### src/rtl/bdm_pkg.sv
package bdm_pkg;

    typedef enum logic [2:0] {
        ST_IDLE,
        ST_HOLD,
        ST_REQ,
        ST_ADDR,
        ST_DATA
    } bdm_state_e;

endpackage

### src/rtl/bdm_sampler.sv
module bdm_sampler #(
    parameter int BUS_W = 32
) (
    input  logic             clk,
    input  logic             rst_n,
    input  logic             early,
    input  logic             in_data,
    input  logic             ready_n,
    input  logic             abort_n,
    input  logic [BUS_W-1:0] ad_in,
    output logic             rdy,
    output logic             abt,
    output logic [BUS_W-1:0] data
);

    typedef struct packed {
        logic             vld;
        logic             rdy;
        logic             abt;
        logic [BUS_W-1:0] data;
    } smp_t;

    smp_t smp_d, smp_q;

    always_comb begin
        smp_d      = smp_q;
        smp_d.vld  = in_data;
        smp_d.rdy  = ~ready_n;
        smp_d.abt  = ~abort_n;
        smp_d.data = ad_in;
    end

    always_ff @(posedge clk or negedge rst_n) begin
        if (!rst_n) begin
            smp_q <= '0;
        end else begin
            smp_q <= smp_d;
        end
    end

    always_comb begin
        if (early) begin
            rdy  = ~ready_n;
            abt  = ~abort_n;
            data = ad_in;
        end else begin
            rdy  = smp_q.vld & smp_q.rdy;
            abt  = smp_q.vld & smp_q.abt;
            data = smp_q.data;
        end
    end

    // in the late mode a ready seen now was on the pin one clock ago
    a_r6_late_ready: assert property (@(posedge clk) disable iff (!rst_n)
        (!early && rdy) |-> $past(!ready_n && in_data));

endmodule

### src/rtl/bdm_walker.sv
module bdm_walker #(
    parameter int BUS_W = 32,
    parameter int CNT_W = 16
) (
    input  logic             clk,
    input  logic             rst_n,
    input  logic             load,
    input  logic [BUS_W-1:0] load_addr,
    input  logic [CNT_W-1:0] load_cnt,
    input  logic             step,
    output logic [BUS_W-1:0] addr,
    output logic [CNT_W-1:0] remain,
    output logic             last
);

    localparam int STEP = BUS_W / 8;
    localparam logic [BUS_W-1:0] STEP_V = BUS_W'(STEP);
    localparam logic [CNT_W-1:0] ONE_C  = CNT_W'(1);

    typedef struct packed {
        logic [BUS_W-1:0] addr;
        logic [CNT_W-1:0] cnt;
    } wlk_t;

    wlk_t wlk_d, wlk_q;

    always_comb begin
        wlk_d = wlk_q;
        if (load) begin
            wlk_d.addr = load_addr;
            wlk_d.cnt  = load_cnt;
        end else if (step) begin
            wlk_d.addr = wlk_q.addr + STEP_V;
            wlk_d.cnt  = wlk_q.cnt - ONE_C;
        end
    end

    always_ff @(posedge clk or negedge rst_n) begin
        if (!rst_n) begin
            wlk_q <= '0;
        end else begin
            wlk_q <= wlk_d;
        end
    end

    assign addr   = wlk_q.addr;
    assign remain = wlk_q.cnt;
    assign last   = (wlk_q.cnt == ONE_C);

    // an accepted word moves the address by one word and the count by one
    a_r4_step_addr: assert property (@(posedge clk) disable iff (!rst_n)
        (step && !load) |=> (addr == $past(addr) + STEP_V) && (remain == $past(remain) - ONE_C));

endmodule

### src/rtl/bdm_errstat.sv
module bdm_errstat #(
    parameter int STAT_W  = 32,
    parameter int ERR_BIT = 25
) (
    input  logic              clk,
    input  logic              rst_n,
    input  logic              set,
    input  logic              clr,
    input  logic              mask,
    output logic [STAT_W-1:0] status,
    output logic              irq
);

    typedef struct packed {
        logic err;
    } est_t;

    est_t est_d, est_q;

    always_comb begin
        est_d = est_q;
        if (set) begin
            est_d.err = 1'b1;
        end else if (clr) begin
            est_d.err = 1'b0;
        end
    end

    always_ff @(posedge clk or negedge rst_n) begin
        if (!rst_n) begin
            est_q <= '0;
        end else begin
            est_q <= est_d;
        end
    end

    for (genvar b = 0; b < STAT_W; b++) begin : g_stat
        if (b == ERR_BIT) begin : g_err
            assign status[b] = est_q.err;
        end else begin : g_rsv
            assign status[b] = 1'b0;
        end
    end

    assign irq = est_q.err & ~mask;

    // the error bit holds until a clear arrives
    a_r9_sticky: assert property (@(posedge clk) disable iff (!rst_n)
        (status[ERR_BIT] && !clr) |=> status[ERR_BIT]);

    // a reported error with the mask open raises the interrupt
    a_r9_irq_raise: assert property (@(posedge clk) disable iff (!rst_n)
        (set && !mask) |=> (irq || mask));

endmodule

### src/rtl/burst_dma_master.sv
module burst_dma_master
    import bdm_pkg::*;
#(
    parameter int BUS_W   = 32,
    parameter int CNT_W   = 16,
    parameter int STAT_W  = 32,
    parameter int ERR_BIT = 25
) (
    input  logic              clk,
    input  logic              rst_n,
    input  logic              cmd_valid,
    input  logic              cmd_read,
    input  logic              cmd_early,
    input  logic [BUS_W-1:0]  cmd_addr,
    input  logic [CNT_W-1:0]  cmd_count,
    output logic              req_n,
    input  logic              grant_n,
    input  logic              ready_n,
    input  logic              abort_n,
    input  logic              buserr_n,
    output logic              dir_rd,
    output logic              addr_strobe,
    output logic              ad_oe,
    output logic [BUS_W-1:0]  ad_out,
    input  logic [BUS_W-1:0]  ad_in,
    input  logic [BUS_W-1:0]  wr_data,
    output logic [BUS_W-1:0]  rd_data,
    output logic              word_ack,
    output logic              done,
    input  logic              irq_mask,
    input  logic              err_clr,
    output logic [STAT_W-1:0] status,
    output logic              irq
);

    typedef struct packed {
        bdm_state_e st;
        logic       dir;
        logic       early;
        logic       done;
    } ctl_t;

    ctl_t ctl_d, ctl_q;

    logic             s_rdy, s_abt;
    logic [BUS_W-1:0] s_data;
    logic             w_load, w_step, w_last;
    logic [BUS_W-1:0] w_addr;
    logic [CNT_W-1:0] w_remain;
    logic             e_set;
    logic             in_data;

    assign in_data = (ctl_q.st == ST_DATA);

    bdm_sampler #(.BUS_W(BUS_W)) u_smp (
        .clk     (clk),
        .rst_n   (rst_n),
        .early   (ctl_q.early),
        .in_data (in_data),
        .ready_n (ready_n),
        .abort_n (abort_n),
        .ad_in   (ad_in),
        .rdy     (s_rdy),
        .abt     (s_abt),
        .data    (s_data)
    );

    bdm_walker #(.BUS_W(BUS_W), .CNT_W(CNT_W)) u_wlk (
        .clk       (clk),
        .rst_n     (rst_n),
        .load      (w_load),
        .load_addr (cmd_addr),
        .load_cnt  (cmd_count),
        .step      (w_step),
        .addr      (w_addr),
        .remain    (w_remain),
        .last      (w_last)
    );

    bdm_errstat #(.STAT_W(STAT_W), .ERR_BIT(ERR_BIT)) u_est (
        .clk    (clk),
        .rst_n  (rst_n),
        .set    (e_set),
        .clr    (err_clr),
        .mask   (irq_mask),
        .status (status),
        .irq    (irq)
    );

    always_comb begin
        ctl_d      = ctl_q;
        ctl_d.done = 1'b0;
        w_load     = 1'b0;
        w_step     = 1'b0;
        e_set      = 1'b0;
        word_ack   = 1'b0;
        if (!buserr_n) begin
            e_set    = 1'b1;
            ctl_d.st = ST_IDLE;
        end else begin
            unique case (ctl_q.st)
                ST_IDLE: begin
                    if (cmd_valid) begin
                        w_load      = 1'b1;
                        ctl_d.dir   = cmd_read;
                        ctl_d.early = cmd_early;
                        if (cmd_count == '0) begin
                            ctl_d.done = 1'b1;
                        end else begin
                            ctl_d.st = ST_HOLD;
                        end
                    end
                end
                ST_HOLD: begin
                    if (grant_n) begin
                        ctl_d.st = ST_REQ;
                    end
                end
                ST_REQ: begin
                    if (!grant_n) begin
                        ctl_d.st = ST_ADDR;
                    end
                end
                ST_ADDR: begin
                    ctl_d.st = ST_DATA;
                end
                ST_DATA: begin
                    if (s_abt) begin
                        ctl_d.st = ST_HOLD;
                    end else if (s_rdy) begin
                        word_ack = 1'b1;
                        w_step   = 1'b1;
                        if (w_last) begin
                            ctl_d.st   = ST_IDLE;
                            ctl_d.done = 1'b1;
                        end
                    end
                end
                default: ctl_d.st = ST_IDLE;
            endcase
        end
    end

    always_ff @(posedge clk or negedge rst_n) begin
        if (!rst_n) begin
            ctl_q <= '{st: ST_IDLE, dir: 1'b1, early: 1'b0, done: 1'b0};
        end else begin
            ctl_q <= ctl_d;
        end
    end

    assign req_n       = ~((ctl_q.st == ST_REQ) || (ctl_q.st == ST_ADDR) || (in_data && !w_last));
    assign dir_rd      = ctl_q.dir;
    assign addr_strobe = (ctl_q.st == ST_ADDR);
    assign ad_oe       = addr_strobe || (in_data && !ctl_q.dir);
    assign ad_out      = addr_strobe ? w_addr : wr_data;
    assign rd_data     = s_data;
    assign done        = ctl_q.done;

    // the request never falls while the grant is still held low
    a_r3_req_after_release: assert property (@(posedge clk) disable iff (!rst_n)
        $fell(req_n) |-> $past(grant_n));

    // the address cycle follows a grant seen while requesting
    a_r3_addr_after_grant: assert property (@(posedge clk) disable iff (!rst_n)
        addr_strobe |-> ($past(!grant_n) && $past(!req_n)));

    // direction does not change while the bus is requested
    a_r2_dir_hold: assert property (@(posedge clk) disable iff (!rst_n)
        (!req_n && $past(!req_n)) |-> $stable(dir_rd));

    // a bus error releases the bus in the following cycle
    a_r8_err_halt: assert property (@(posedge clk) disable iff (!rst_n)
        !buserr_n |=> (req_n && !ad_oe && !addr_strobe));

    // done is a single-cycle pulse
    a_r5_done_pulse: assert property (@(posedge clk) disable iff (!rst_n)
        done |=> !done);

    // the count never wraps below zero
    a_r4_no_underflow: assert property (@(posedge clk) disable iff (!rst_n)
        word_ack |-> (w_remain != '0));

endmodule

### config.mk
export PLATFORM = sky130hd
export DESIGN_NAME = burst_dma_master
export DESIGN_NICKNAME = d
export VERILOG_FILES = /design/src/rtl/bdm_pkg.sv /design/src/rtl/bdm_sampler.sv /design/src/rtl/bdm_walker.sv /design/src/rtl/bdm_errstat.sv /design/src/rtl/burst_dma_master.sv
export SDC_FILE = /design/constraint.sdc
export NUM_CORES = 1
export LEC_CHECK = 0
export ABC_AREA = 1
export BUFFER_PORTS_ARGS = -buffer_cell sky130_fd_sc_hd__buf_2
export CAP_MARGIN = 10
export CORE_UTILIZATION = 51
export CTS_BUF_LIST = sky130_fd_sc_hd__clkbuf_8
export DETAILED_ROUTE_END_ITERATION = 6
export PLACE_DENSITY = 0.85
export SYNTH_ARGS = -nofsm -noshare
export SYNTH_HDL_FRONTEND = slang
export SYNTH_SLANG_ARGS = --single-unit
### constraint.sdc
create_clock -name clk -period 2.3 [get_ports clk]
set_input_delay 0.69 -clock clk [delete_from_list [all_inputs] [get_ports clk]]
set_output_delay 0.69 -clock clk [all_outputs]
set_load 0.01 [all_outputs]
==> results of run 1 <==
## routing by layer
metal | GRT usage | part of all wire
met5 | 0 | 0
met4 | 0.0812 | 0.012
met3 | 0.0430 | 0.080
met2 | 0.454 | 0.47
met1 | 0.385 | 0.43
## layout by cell type (no fill, tap or decap), drive strengths merged
| cell | synthesis | final |
|---|---|---|
| o22ai | 9 | 9 |
| clkinv | 2 | 3 |
| nand3 | 56 | 56 |
| nand4 | 6 | 6 |
| nor3 | 10 | 10 |
| a31oi | 4 | 4 |
| clkbuf | 14 | 13 |
| nand2 | 361 | 361 |
| dfstp | 1 | 1 |
| dfrtp | 89 | 89 |
| a22oi | 1 | 1 |
| a21boi | 1 | 1 |
| buf | 47 | 225 |
| xnor2 | 3 | 3 |
| inv | 61 | 66 |
| a21oi | 15 | 15 |
| o21ai | 55 | 55 |
| o211ai | 11 | 11 |
| conb | 1 | 31 |
| ha | 3 | 3 |
| xor2 | 7 | 7 |
| nor2 | 107 | 107 |
| clkinvlp | 0 | 1 |
## final timing paths
kind                                    start              end  slack (ns)  depth (start not counted)
worst max-delay path                 ctl_q[3]         word_ack        0.02                          7
worst min-delay path                    rst_n  u_smp.smp_q[23]        0.21                          1
worst max register to register  u_wlk.addr[3]   u_wlk.addr[18]        0.40                          8
worst min register to register         dir_rd           dir_rd        0.49                          2
max in group asynchronous               rst_n   u_wlk.addr[17]        1.55                          2
min in group clk                     ad_in[1]   u_smp.smp_q[1]        0.45                          1
## stage by stage
step | cell area [sq um] | setup WS [ns] | total power, mW
floorplan | 5830 | 0.129 | 4.80
global placement | 6750 | 0.191 | 5.80
detailed placement | 6750 | 0.164 | 5.87
CTS | 7030 | -0.0117 | 7.02
global route | 7340 | -0.0654 | 7.88
finish | 7340 | 0.0231 | 7.29
## critical path, cell delays in order (launching register included)
cell and delay [ns]:
sky130_fd_sc_hd__dfrtp_1 0.40, sky130_fd_sc_hd__buf_4 0.15, sky130_fd_sc_hd__nor2_4 0.11, sky130_fd_sc_hd__nand2_2 0.10
sky130_fd_sc_hd__a21oi_4 0.17, sky130_fd_sc_hd__nand3_4 0.11, sky130_fd_sc_hd__inv_2 0.07, sky130_fd_sc_hd__buf_2 0.13
## power by group
group	internal [mW]	leakage, nW	total (mW)	switching, mW
registers	2.05	1.08	2.55	0.498
logic	1.38	2.73	3.68	2.31
clock network	0.424	0.0958	1.06	0.637
## flip-flops by register name, summed over array words and instances (netlist names)
register,flops
u_est.est_q,1
u_wlk.remain,16
done,1
dir_rd,1
ctl_q,4
u_smp.smp_q,35
u_wlk.addr,32
## synth_stat cells, drive strengths merged
| library cell | count |
|---|---|
| xnor2 | 3 |
| a21boi | 1 |
| o211ai | 11 |
| nor3 | 10 |
| o22ai | 9 |
| ha | 3 |
| buf | 47 |
| nor2 | 107 |
| a22oi | 1 |
| dfrtp | 89 |
| clkbuf | 14 |
| a31oi | 4 |
| o21ai | 55 |
| nand3 | 56 |
| conb | 1 |
| nand4 | 6 |
| dfstp | 1 |
| xor2 | 7 |
| nand2 | 361 |
| inv | 61 |
| clkinv | 2 |
| a21oi | 15 |
## cell families after synthesis
group | count (synthesis) | share of synthesized area
DFF | 90 | 0.394
buffers and inverters | 124 | 0.112
and+or+nand+nor | 540 | 0.377
AOI/OAI and AO/OA | 96 | 0.0951
other | 1 | 0.000655
adders and majority gates | 3 | 0.00656
xor gates and xnor gates | 10 | 0.0153
## final cells by class
cell class	count	share of cell area
Inverter	63	0.0337
Clock buffer	9	0.0169
Multi-Input combinational cell	680	0.419
Sequential cell	90	0.307
Timing Repair Buffer	229	0.190
Clock inverter	7	0.00920
Tap cell	140	0.0239
## what timing repair did
| action | CTS | global route |
|---|---|---|
| setup buffers | 3 | 7 |
| endpoints found under the setup margin | 30 | 35 |
| pin swaps | 2 | 2 |
| resized for setup | 30 | 46 |
| gates cloned | 1 | 5 |
==> results.md, run 1 <==
| Result | Reported | Unit |
| --- | --- | --- |
| Status | finished, final reports clean | - |
| Final clock period utilization by the worst path | 0.990 | - |
| Hold buffers post-CTS | 0 | - |
| CTS H-tree depth | 3 | - |
| Fill count | 979 | - |
| Dominant cells by area after synthesis | sky130_fd_sc_hd__dfrtp_1 (39%), sky130_fd_sc_hd__nand2_1 (24%), sky130_fd_sc_hd__nor2_1 (6.8%), sky130_fd_sc_hd__nand3_1 (4.8%), sky130_fd_sc_hd__buf_4 (4.6%) | - |
| Sequential cell area | 0.00225 | sq mm |
| First-pass iteration count of the detailed router | 5 | - |
| Overall Global Routing Usage | 0.279 | - |
| Avg Vias per Cell | 5.18 | - |
| Pin count of the biggest net entering global routing | 36 | - |
| Total setup violations reported at the end of the flow | 0 | - |
| Clock-pin transition on the worst setup and hold timing paths | 0.10 | ns |
| Min-Delay Path Class | input pin to asynchronous set/reset pin | - |
| First-pass GRT wire length | 25300 | um |
| Iter 0 DRT Violations | 513 | - |
| Synthesized area divided by synthesized cell count | 6.62 | sq um |
| Antenna Diode Count | 0 | - |
| Max-cap check violation count | 0 | - |
| WL/cell | 13.9 | um |
| Layout cells sized above 1 | 0.268 | - |
| Library cells used by synthesis | 34 | - |
| Synth area leader | sky130_fd_sc_hd__dfrtp_1 | - |
| Detailed placement HPWL | 12000 | um |
| Source-to-sink clock delay at the later pin of the worst-skew pair | 0.35 | ns |
| P&R area growth vs syn | 28.3 | % |
| Gate count after technology mapping | 864 | - |
| Die X | 108 | um |
| Post-Route Utilization | 0.674 | - |
| Clock Tree Buf Depth | 2 | - |
| Vias post-DR | 6308 | - |
| Buffer type at the clock tree root | sky130_fd_sc_hd__clkbuf_8 | - |
| Chip Height | 108 | um |
| Worst Path Required | 1.61 | ns |
| PwrDens | 993 | mW/mm^2 |
| Initial Util | 0.526 | - |
| Antenna violations before repair | 0 | - |
| IO Pins | 226 | - |
| RD Place Congestion | 0.947 | - |
| Final wirelength | 17000 | um |
| Yosys warns | 0 | - |
| Worst slew pin tran | 0.517 | ns |
| Static leakage power | 3.90 | nW |
| Number of nets in the final layout | 1199 | - |
| Number of CTS-inserted buffers | 9 | - |
| Number of global-route vias before repair | 5363 | - |
| Register bit count reported by yosys | 90 | - |
| Clock sink total | 90 | - |
| Worst clock skew on the final layout | 0.0138 | ns |
| Post-layout instance count excluding filler cells | 1218 | - |
| Peak supply drop | 591 | uV |
| Portion of the post-synthesis area used by sequential elements | 0.394 | - |
| Highest clock frequency the design can meet | 439 | MHz |
| Footprint of the multi-input gates | 0.00308 | sq mm |
| Netlist area before placement | 0.00572 | sq mm |
| Die Area | 0.0116 | sq mm |
| Sort of element at the start of the critical path | flop | - |
| Startpoint-to-endpoint class of the critical path | flop to output pin | - |
| Pins Over Slew Limit | 0 | - |
| Worst hold slack | 0.206 | ns |
| Setup repair after global routing missed its margin | true | - |
| Fraction of synthesized cell area taken by the top area cell type | 0.389 | - |
| Total congestion overflow after global routing | 0 | - |
| I/O Buffers | 194 | - |
| TritonCTS clock tree | done | - |
| Final critical delay including setup and external delays | 2.28 | ns |
| Worst-path fanout max | 3 | - |
| Core Rows | 38 | - |
| Number of cells in the design after placement | 1186 | - |
| Final total negative setup slack | 0 | ns |
| Worst Setup End Kind | output pin | - |
| Critical path arrival | 1.59 | ns |
| Count of unresolved DRC violations after routing | 0 | - |
| Floorplan core area | 0.0109 | sq mm |
| Worst slew margin relative to its limit | 0.655 | - |
| Hold Violations, Final | 0 | - |
| Detail Route Antenna Nets | 0 | - |
No activity file was read; power rests on OpenSTA's default activity.
==> run 2, diff against run 1 <==
CORE_ASPECT_RATIO = 1.25   (was default)
RECOVER_POWER = 25   (was default)
==> run 2 against run 1 <==
Against the previous run: the run now ends with capacitance limit, slew limit, setup timing left; clock power increased by 8%; hold slack improved by 0.22 ns; non-clock buffer count decreased by 1; sequential power increased by 2%; global-route usage increased by 0.68 points; setup slack got worse by 0.082 ns; fmax decreased by 3.5%; via count increased by 1.8%; sequential share of layout area about the same; critical path type unchanged; highest routed layer unchanged.
==> results.md, run 2 (same netlist as run 1, synthesis figures left out) <==
| Result | Reported | Unit | vs previous |
| --- | --- | --- | --- |
| I/O Buffers | 194 | - | unchanged |
| PwrDens | 1020 | mW/mm^2 | +2.9% |
| Total setup violations reported at the end of the flow | 18 | - | +18 |
| Peak supply drop | 503 | uV | -15% |
| Post-Route Utilization | 0.682 | - | +0.00802 |
| Worst clock skew on the final layout | 0.0102 | ns | -0.00362 ns |
| Worst slew margin relative to its limit | -0.127 | - | -0.782 |
| Setup repair after global routing missed its margin | true | - |  |
| Number of global-route vias before repair | 5706 | - | +6.4% |
| Pins Over Slew Limit | 32 | - | +32 |
| RD Place Congestion | 0.924 | - | -2.4% |
| Final clock period utilization by the worst path | 1.03 | - | +0.0356 |
| Hold path startpoint | ad_in[5] | - |  |
| Worst hold slack | 0.428 | ns | +0.222 ns |
| Layout cells sized above 1 | 0.249 | - | -0.0192 |
| Start of the worst register-to-register path | ctl_q[5] | - |  |
| Vias post-DR | 6421 | - | +1.8% |
| Startpoint-to-endpoint class of the critical path | flop to output pin | - |  |
| Iter 0 DRT Violations | 485 | - | -5.5% |
| Detailed placement HPWL | 12100 | um | +0.46% |
| Detail Route Antenna Nets | 0 | - | unchanged |
| Antenna Diode Count | 0 | - | unchanged |
| Worst Path Required | 1.61 | ns | about the same |
| Antenna violations before repair | 0 | - | unchanged |
| Worst-case setup margin in the final layout | -0.0587 | ns | -0.0818 ns |
| Most frequent standard cell in the layout excluding fill and tap cells | sky130_fd_sc_hd__nand2_1 | - |  |
| IO Pins | 226 | - | unchanged |
| Number of nets in the final layout | 1198 | - | -0.083% |
| Critical Path Start | u_wlk.remain[7] | - |  |
| Hold Violations, Final | 0 | - | unchanged |
| Largest reg by FF count | u_smp.smp_q | - |  |
| Overall Global Routing Usage | 0.286 | - | +0.00675 |
| First-pass GRT wire length | 26600 | um | +5.2% |
| Source-to-sink clock delay at the later pin of the worst-skew pair | 0.38 | ns | +0.03 ns |
| Highest clock frequency the design can meet | 424 | MHz | -3.5% |
| Clock sink total | 90 | - | unchanged |
| Worst slew pin tran | 1.69 | ns | +1.17 ns |
| Floorplan core area | 0.0108 | sq mm | -1.1% |
| Static leakage power | 3.82 | nW | -2.2% |
| Clock Tree Buf Depth | 2 | - | unchanged |
| Status | finished with violations | - |  |
| Failing checks | capacitance limit, slew limit, setup timing | - |  |
| TritonCTS clock tree | done | - |  |
| Count of unresolved DRC violations after routing | 0 | - | unchanged |
| Most frequent cells in the layout | sky130_fd_sc_hd__nand2_1 (345), sky130_fd_sc_hd__buf_2 (159), sky130_fd_sc_hd__nor2_1 (99), sky130_fd_sc_hd__dfrtp_1 (84) | - |  |
| Largest register FFs | 35 | - | unchanged |
| Pin count of the biggest net entering global routing | 42 | - | +17% |
| Number of CTS-inserted buffers | 9 | - | unchanged |
| Critical path arrival | 1.67 | ns | +0.08 ns |
| Worst Setup End Kind | output pin | - |  |
| CTS H-tree depth | 3 | - | unchanged |
| Max-cap check violation count | 1 | - | +1 |
| Worst-path fanout max | 4 | - | +1 |
| Sort of element at the start of the critical path | flop | - |  |
| Final wirelength | 17700 | um | +4.2% |
| Min-Delay Path Class | input pin to flop | - |  |
| Initial Util | 0.531 | - | +0.00562 |
| Avg Vias per Cell | 5.31 | - | +2.5% |
| Die Area | 0.0116 | sq mm | about the same |
| Buffer type at the clock tree root | sky130_fd_sc_hd__clkbuf_8 | - |  |
| Clock-pin transition on the worst setup and hold timing paths | 0.09 | ns | about the same |
| Fill count | 935 | - | -4.5% |
| Die X | 96.7 | um | -10% |
| Final critical delay including setup and external delays | 2.36 | ns | +0.0818 ns |
| Total congestion overflow after global routing | 0 | - | unchanged |
| Chip Height | 120 | um | +12% |
| P&R area growth vs syn | 28.5 | % |  |
| WL/cell | 14.6 | um | +5.0% |
| First-pass iteration count of the detailed router | 5 | - | unchanged |
| Core Rows | 42 | - | +11% |
-- run 2: changes by cell type in the layout (fill, tap and decap cells not counted), sizes merged --
| cell | delta |
|---|---|
| clkbuf | +32 |
| buf | -32 |
| inv | -2 |
| bufinv | +1 |
-- run 2: report_power, final --
part | leakage (nW) | internal [mW] | switching [mW]
Sequential | 1.08 | 2.06 | 0.542
Combinational | 2.64 | 1.40 | 2.37
Clock | 0.103 | 0.543 | 0.598
Total | 3.82 | 4.00 | 3.51
-- run 2: worst paths after layout --
| path | endpoint | slack, ns | depth (start not counted) |
|---|---|---|---|
| setup reg to reg | u_wlk.remain[2] | 0.20 | 10 |
| hold / removal | u_smp.smp_q[5] | 0.43 | 1 |
| min in group asynchronous | u_smp.smp_q[8] | 0.73 | 1 |
| hold reg to reg | u_wlk.addr[1] | 0.49 | 2 |
| max in group asynchronous | ctl_q[1] | 0.47 | 1 |
| setup / recovery | req_n | -0.06 | 6 |
-- run 2: layout make-up --
| cell class | instances | area (sq um) | area share |
|---|---|---|---|
| clock buffers | 10 | 138 | 0.0187 |
| multi-input cells | 680 | 3110 | 0.422 |
| flip-flops and latches | 90 | 2260 | 0.307 |
| repair buffers | 228 | 1360 | 0.186 |
| inverters | 63 | 248 | 0.0337 |
| well taps | 132 | 165 | 0.0225 |
| clock inverters | 6 | 72.6 | 0.00987 |
-- run 2: what timing repair did --
item | in CTS | in global routing
endpoints found under the setup margin | 34 | 57
buffers inserted | 2 | 10
hold buffers | 0 | 0
gates cloned | 1 | 6
pin swaps | 1 | 7
gates resized for setup | 34 | 53
-- run 2: stage by stage --
stage          total power, mW  setup WS, ns  area, sq um  setup TNS, ns  cells
2_1_floorplan             4.80         0.129         5830              0    894
3_3_place_gp              5.81        0.0994         6740              0   1175
3_5_place_dp              5.89       0.00928         6740              0   1175
4_1_cts                   7.16       -0.0539         7050          -1.11   1194
5_1_grt                   8.10        -0.117         7350          -2.12   1209
6_report                  7.51       -0.0587         7350         -0.276   1209
-- run 2: critical path, cell delays in order (launching register included) --
cell	delay (ns)
sky130_fd_sc_hd__dfrtp_1	0.44
sky130_fd_sc_hd__nor2_1	0.18
sky130_fd_sc_hd__nand2_1	0.09
sky130_fd_sc_hd__nor2_1	0.12
sky130_fd_sc_hd__nand2_1	0.10
sky130_fd_sc_hd__a21boi_1	0.18
sky130_fd_sc_hd__buf_2	0.18
-- run 2: routing by layer --
| layer | track usage | wire length (um) |
|---|---|---|
| met5 | 0 | 0 |
| met2 | 0.500 | 8750 |
| met1 | 0.349 | 6650 |
| met3 | 0.0520 | 1600 |
| met4 | 0.111 | 709 |
